--- config.mk ---
export PLATFORM = sky130hd
export DESIGN_NAME = cc_capture_channel
export DESIGN_NICKNAME = d
export VERILOG_FILES = /design/src/rtl/cc_pkg.sv /design/src/rtl/cc_in_filter.sv /design/src/rtl/cc_evt_prescaler.sv /design/src/rtl/cc_value_latch.sv /design/src/rtl/cc_capture_channel.sv
export SDC_FILE = /design/constraint.sdc
export NUM_CORES = 1
export LEC_CHECK = 0
export ABC_AREA = 1
export CELL_PAD_IN_SITES_DETAIL_PLACEMENT = 0
export CELL_PAD_IN_SITES_GLOBAL_PLACEMENT = 1
export CORE_MARGIN = 5
export CORE_UTILIZATION = 40
export CTS_CLUSTER_DIAMETER = 120
export DETAILED_ROUTE_END_ITERATION = 8
export DONT_BUFFER_PORTS = 1
export PLACE_DENSITY_LB_ADDON = 0.1
export SLEW_MARGIN = 15
export SYNTH_ARGS = -nofsm -noshare
export SYNTH_HDL_FRONTEND = slang
export SYNTH_SLANG_ARGS = --single-unit
--- constraint.sdc ---
create_clock -name clk -period 1.7 [get_ports clk]
set_clock_uncertainty 0.1 [all_clocks]
set_input_delay 0.085 -clock clk [delete_from_list [all_inputs] [get_ports clk]]
set_output_delay 0.085 -clock clk [all_outputs]
set_load 0.005 [all_outputs]
--- src/rtl/cc_pkg.sv ---
package cc_pkg;
  localparam int CC_SEL_W = 2;
  localparam int CC_RUN_W = 4;

  typedef enum logic [CC_SEL_W-1:0] {
    EDGE_RISE = 2'd0,
    EDGE_FALL = 2'd1,
    EDGE_ALT  = 2'd2,
    EDGE_BOTH = 2'd3
  } cc_edge_e;

  // Samples needed before a new level is accepted: 1, 2, 4, 8
  function automatic logic [CC_RUN_W-1:0] filt_need(input logic [CC_SEL_W-1:0] sel);
    return CC_RUN_W'(1) << sel;
  endfunction

  // Selected edges per capture event: 1, 2, 4, 8
  function automatic logic [CC_RUN_W-1:0] psc_ratio(input logic [CC_SEL_W-1:0] sel);
    return CC_RUN_W'(1) << sel;
  endfunction

  function automatic logic edge_hit(input logic [CC_SEL_W-1:0] sel,
                                    input logic rise, input logic fall);
    case (cc_edge_e'(sel))
      EDGE_RISE: return rise;
      EDGE_FALL: return fall;
      default:   return rise | fall;
    endcase
  endfunction
endpackage

--- src/rtl/cc_in_filter.sv ---
module cc_in_filter
  import cc_pkg::*;
#(
  parameter int SYNC_STAGES = 2
) (
  input  logic                clk,
  input  logic                rst_n,
  input  logic                pin_i,
  input  logic [CC_SEL_W-1:0] sel_i,
  output logic                rise_o,
  output logic                fall_o
);
  logic [SYNC_STAGES-1:0] sync_q;
  logic                   samp;
  logic                   lvl_q;
  logic [CC_RUN_W-1:0]    run_q;
  logic [CC_RUN_W-1:0]    run_nx;

  always_ff @(posedge clk or negedge rst_n) begin
    if (!rst_n) sync_q <= '0;
    else        sync_q <= {sync_q[SYNC_STAGES-2:0], pin_i};
  end

  assign samp   = sync_q[SYNC_STAGES-1];
  assign run_nx = run_q + CC_RUN_W'(1);

  always_ff @(posedge clk or negedge rst_n) begin
    if (!rst_n) begin
      lvl_q  <= 1'b0;
      run_q  <= '0;
      rise_o <= 1'b0;
      fall_o <= 1'b0;
    end else begin
      rise_o <= 1'b0;
      fall_o <= 1'b0;
      if (samp == lvl_q) begin
        run_q <= '0;
      end else if (run_nx >= filt_need(sel_i)) begin
        lvl_q  <= samp;
        run_q  <= '0;
        rise_o <= samp;
        fall_o <= ~samp;
      end else begin
        run_q <= run_nx;
      end
    end
  end
endmodule

--- src/rtl/cc_evt_prescaler.sv ---
module cc_evt_prescaler
  import cc_pkg::*;
(
  input  logic                clk,
  input  logic                rst_n,
  input  logic                arm_i,
  input  logic [CC_SEL_W-1:0] edge_sel_i,
  input  logic [CC_SEL_W-1:0] psc_sel_i,
  input  logic                rise_i,
  input  logic                fall_i,
  output logic                evt_o
);
  logic                hit;
  logic                last;
  logic [CC_RUN_W-1:0] pcnt_q;

  assign hit   = edge_hit(edge_sel_i, rise_i, fall_i);
  assign last  = (pcnt_q == psc_ratio(psc_sel_i) - CC_RUN_W'(1));
  assign evt_o = arm_i & hit & last;

  always_ff @(posedge clk or negedge rst_n) begin
    if (!rst_n)          pcnt_q <= '0;
    else if (!arm_i)     pcnt_q <= '0;
    else if (hit)        pcnt_q <= last ? '0 : pcnt_q + CC_RUN_W'(1);
  end
endmodule

--- src/rtl/cc_value_latch.sv ---
module cc_value_latch #(
  parameter int CNT_W = 16
) (
  input  logic             clk,
  input  logic             rst_n,
  input  logic             mode_cap_i,
  input  logic             evt_i,
  input  logic [CNT_W-1:0] count_i,
  input  logic             wr_en_i,
  input  logic [CNT_W-1:0] wr_data_i,
  input  logic             clr_cap_i,
  input  logic             clr_ovr_i,
  output logic [CNT_W-1:0] value_o,
  output logic             flag_o,
  output logic             ovr_o
);
  logic match;
  logic flag_set;

  assign match    = ~mode_cap_i & (count_i == value_o);
  assign flag_set = evt_i | match;

  always_ff @(posedge clk or negedge rst_n) begin
    if (!rst_n)                     value_o <= '0;
    else if (evt_i)                 value_o <= count_i;
    else if (!mode_cap_i && wr_en_i) value_o <= wr_data_i;
  end

  always_ff @(posedge clk or negedge rst_n) begin
    if (!rst_n)         flag_o <= 1'b0;
    else if (flag_set)  flag_o <= 1'b1;
    else if (clr_cap_i) flag_o <= 1'b0;
  end

  always_ff @(posedge clk or negedge rst_n) begin
    if (!rst_n)                 ovr_o <= 1'b0;
    else if (evt_i && flag_o)   ovr_o <= 1'b1;
    else if (clr_ovr_i)         ovr_o <= 1'b0;
  end
endmodule

--- src/rtl/cc_capture_channel.sv ---
module cc_capture_channel
  import cc_pkg::*;
#(
  parameter int CNT_W       = 16,
  parameter int SYNC_STAGES = 2
) (
  input  logic             clk,
  input  logic             rst_n,
  input  logic [CNT_W-1:0] count_i,
  input  logic             pin_i,
  input  logic             mode_cap_i,
  input  logic             cap_en_i,
  input  logic [1:0]       edge_sel_i,
  input  logic [1:0]       filt_sel_i,
  input  logic [1:0]       psc_sel_i,
  input  logic             wr_en_i,
  input  logic [CNT_W-1:0] wr_data_i,
  input  logic             clr_cap_i,
  input  logic             clr_ovr_i,
  output logic [CNT_W-1:0] value_o,
  output logic             cap_flag_o,
  output logic             ovr_flag_o
);
  logic filt_rise;
  logic filt_fall;
  logic cap_arm;
  logic cap_evt;

  assign cap_arm = mode_cap_i & cap_en_i;

  cc_in_filter #(.SYNC_STAGES(SYNC_STAGES)) u_filter (
    .clk    (clk),
    .rst_n  (rst_n),
    .pin_i  (pin_i),
    .sel_i  (filt_sel_i),
    .rise_o (filt_rise),
    .fall_o (filt_fall)
  );

  cc_evt_prescaler u_psc (
    .clk        (clk),
    .rst_n      (rst_n),
    .arm_i      (cap_arm),
    .edge_sel_i (edge_sel_i),
    .psc_sel_i  (psc_sel_i),
    .rise_i     (filt_rise),
    .fall_i     (filt_fall),
    .evt_o      (cap_evt)
  );

  cc_value_latch #(.CNT_W(CNT_W)) u_latch (
    .clk        (clk),
    .rst_n      (rst_n),
    .mode_cap_i (mode_cap_i),
    .evt_i      (cap_evt),
    .count_i    (count_i),
    .wr_en_i    (wr_en_i),
    .wr_data_i  (wr_data_i),
    .clr_cap_i  (clr_cap_i),
    .clr_ovr_i  (clr_ovr_i),
    .value_o    (value_o),
    .flag_o     (cap_flag_o),
    .ovr_o      (ovr_flag_o)
  );
endmodule

==> impl_metrics.json <==
{
  "setup.worst_path.class": "reg -> reg",
  "hold-path-cell-count": 2,
  "hp-start": "cap_en_i",
  "grt_pass1_vias": 1897,
  "reg2reg_from": "u_filter.run_q[0]",
  "highest_layer": "met4",
  "dp_hpwl_mm": 3.617,
  "crit_fanout": 4,
  "post_cts_buffers": 0,
  "finalSetupViolCount": 0,
  "overflow": 0,
  "route.antenna.remaining_nets": 0,
  "dr_wl_met3_um": 378,
  "drc": 0,
  "dieArea_mm2": 0.006516,
  "io_buffers": 0,
  "routedWlPerCell_um": 13.96,
  "drive_gt1_share_pct": 8.723,
  "area_delta_synth_final_pct": 31.33,
  "cts_buffers": 5,
  "synthDistinctLibCells": 30,
  "synth_area_mm2": 0.002001,
  "drv_slew": 0,
  "hold-worst-slack_ns": -0.0002216,
  "met2_length_mm": 2.521,
  "post-route-util_pct": 54.90,
  "finalCriticalPeriod_ns": 1.699,
  "ys_ff_latch": 31,
  "fp.dieH_um": 80.72,
  "period_share_pct": 99.93,
  "initial_core_util_pct": 41.80,
  "syn_avg_cell_area_um2": 7.197,
  "violations": "negative hold slack",
  "timing.slew.headroom_pct": 59.93,
  "crit_required_ns": 1.80,
  "post-route-cell-area_mm2": 0.002628,
  "syn-num-nets": 330,
  "cts_root_buf": "clkbuf_8",
  "die_w_um": 80.72,
  "status": "finished, violations left",
  "cts_buffer_depth": 2,
  "yosysSeqAreaShare_pct": 38.77,
  "grt_start_max_net_pins": 34,
  "cp-end-kind": "flop",
  "fillerInstances": 480,
  "whs_endpoint": "u_psc.pcnt_q[1]",
  "ctsHtreeMaxLevel": 2,
  "final_cell_mix": "nand2_1, nand3_1, dlygate4sd3_1",
  "worstSetupStartpointType": "flop",
  "worstReg2RegEnd": "u_filter.run_q[2]",
  "io_pins": 64,
  "place_area_mm2": 0.002076,
  "ir_drop_uv": 670.4,
  "routed_via_density": 4.848,
  "cap_violations": 0,
  "rows": 25,
  "n_antenna_cell": 0,
  "first_iter_violations": 92,
  "hold_class": "in -> reg",
  "cts.clk_slew.worst_paths_ns": 0.07,
  "wirelength_mm": 5.418,
  "routabilityCongestion": 0.7433,
  "finalSetupTns_ns": 0,
  "finalHoldViolCount": 1,
  "power_density_mw_per_mm2": 878.1,
  "coreArea_mm2": 0.004786,
  "crit_arrival_ns": 1.80,
  "nets": 372,
  "clk_latency_ns": 0.28,
  "grt.total_usage_pct": 17.64,
  "final_common_cell": "nand2_1",
  "cts_tree": "yes",
  "vias": 1881,
  "tightest_slew_ns": 0.6004,
  "cts_sinks": 31,
  "rr_worst_depth": 6,
  "netlist_instances": 278,
  "ys_warn_count": 0,
  "timing.fmax_mhz": 588.6,
  "leakage_uw": 0.001337,
  "wl_met1_mm": 2.436,
  "antenna_found_initial": 0,
  "drt_pass1_iterations": 4,
  "ff2ff_setup_slack_ns": 0.001,
  "rsz0062_at_grt": "yes",
  "grt_pass1_wl_mm": 8.811
}
[kinds of logic after synthesis]
group,count (synthesis),synth area share (%)
flip-flops,31,38.77
XOR/XNOR,12,5.253
adder cells (fa/ha/maj),6,3.752
AO/OA/AOI/OAI,21,6.066
buffers and inverters,45,9.881
AND/OR/NAND/NOR,163,36.27
[cell usage after synthesis]
cell type	n	area, um^2
buf_4	1	7.510
buf_1	1	3.750
o21ai_0	14	70.07
nor2_8	1	20.02
o22ai_2	1	12.51
inv_2	1	3.750
o21bai_1	1	7.510
nand2_4	1	11.26
nand2_1	88	330.3
nor2_2	1	6.260
nand3b_1	1	7.510
o22ai_1	2	12.51
a21oi_1	2	10.01
nand3_4	1	17.52
buf_2	2	10.01
xor2_1	5	43.79
a21oi_2	1	8.760
clkbuf_1	1	3.750
xnor2_1	7	61.31
nand3_1	43	215.2
or2_2	1	6.260
inv_1	36	135.1
and2_1	1	6.260
dfrtp_1	31	775.7
buf_6	3	33.78
nand4_1	3	18.77
ha_1	6	75.07
nor2_1	20	75.07
nor3_1	1	5.000
nand2_2	1	6.260
[worst max-delay path by stage]
| stage | startpoint | end | slack (ns) |
|---|---|---|---|
| 3_3_place_gp | u_filter.run_q[0] | u_filter.lvl_q | -0.001 |
| 3_5_place_dp | u_filter.run_q[0] | u_filter.run_q[2] | -0.04 |
| 4_1_cts | u_filter.run_q[0] | u_filter.run_q[2] | -0.02 |
| 5_1_grt | u_filter.run_q[0] | u_filter.run_q[1] | -0.10 |
| 6_report | u_filter.run_q[0] | u_filter.run_q[2] | 0.001 |
| 2_1_floorplan | u_filter.run_q[0] | u_filter.lvl_q | 0.06 |
[metal layers]
| metal | GRT usage [%] | up-vias |
|---|---|---|
| met3 | 4.709 | 9 |
| met1 | 21.74 | 856 |
| met5 | 0 | - |
| met4 | 6.250 | 0 |
| met2 | 29.64 | 51 |
| li1 | - | 965 |
[through the flow]
stage	setup slack, ns	power [uW]	hold WS, ns	cells
global placement	-0.001185	1506	-0.3096	342
CTS	-0.01587	2308	0.005153	388
floorplan	0.06079	1364	-0.3106	278
finish	0.001110	2307	-0.0002216	388
global route	-0.1003	2474	0.03927	388
detailed placement	-0.04479	1515	-0.3097	342
[power breakdown]
part	switching, uW	internal, uW	leakage, uW
Combinational	362	326	0.000887
Clock	275	369	0.0000515
Sequential	123	852	0.000398
Total	760	1550	0.00134
[layout make-up]
class / instances / area (um^2) / area share, %
Inverter: 37 / 138.9 / 5.286
Sequential cell: 31 / 775.7 / 29.52
Timing Repair Buffer: 43 / 444.2 / 16.90
Multi-Input combinational cell: 202 / 1085 / 41.29
Tap cell: 67 / 83.83 / 3.190
Clock buffer: 8 / 100.1 / 3.810
[sequential cells by signal (all words and copies together), names as in the netlist]
signal and cells:
u_filter.lvl_q 1, u_psc.pcnt_q 4, u_filter.run_q 4, u_filter.rise_o 1
u_filter.sync_q 2, u_latch.flag_o 1, u_filter.fall_o 1, u_latch.ovr_o 1
u_latch.value_o 16
[worst max-delay path, cell delays in order (launching register included)]
cell and delay (ns):
dfrtp_1 0.42, ha_4 0.18, xor2_2 0.17, ha_1 0.30, nand3_1 0.11, nand4_1 0.20, nor2_1 0.15
[repair_timing]
action,4_1_cts,5_1_grt
endpoints found under the setup margin,7,23
pin swaps,8,1
hold buffers,38,0
resized for setup,6,2
hold endpoints to repair,53,0
Note: power is estimated with default switching activity, not from simulation.
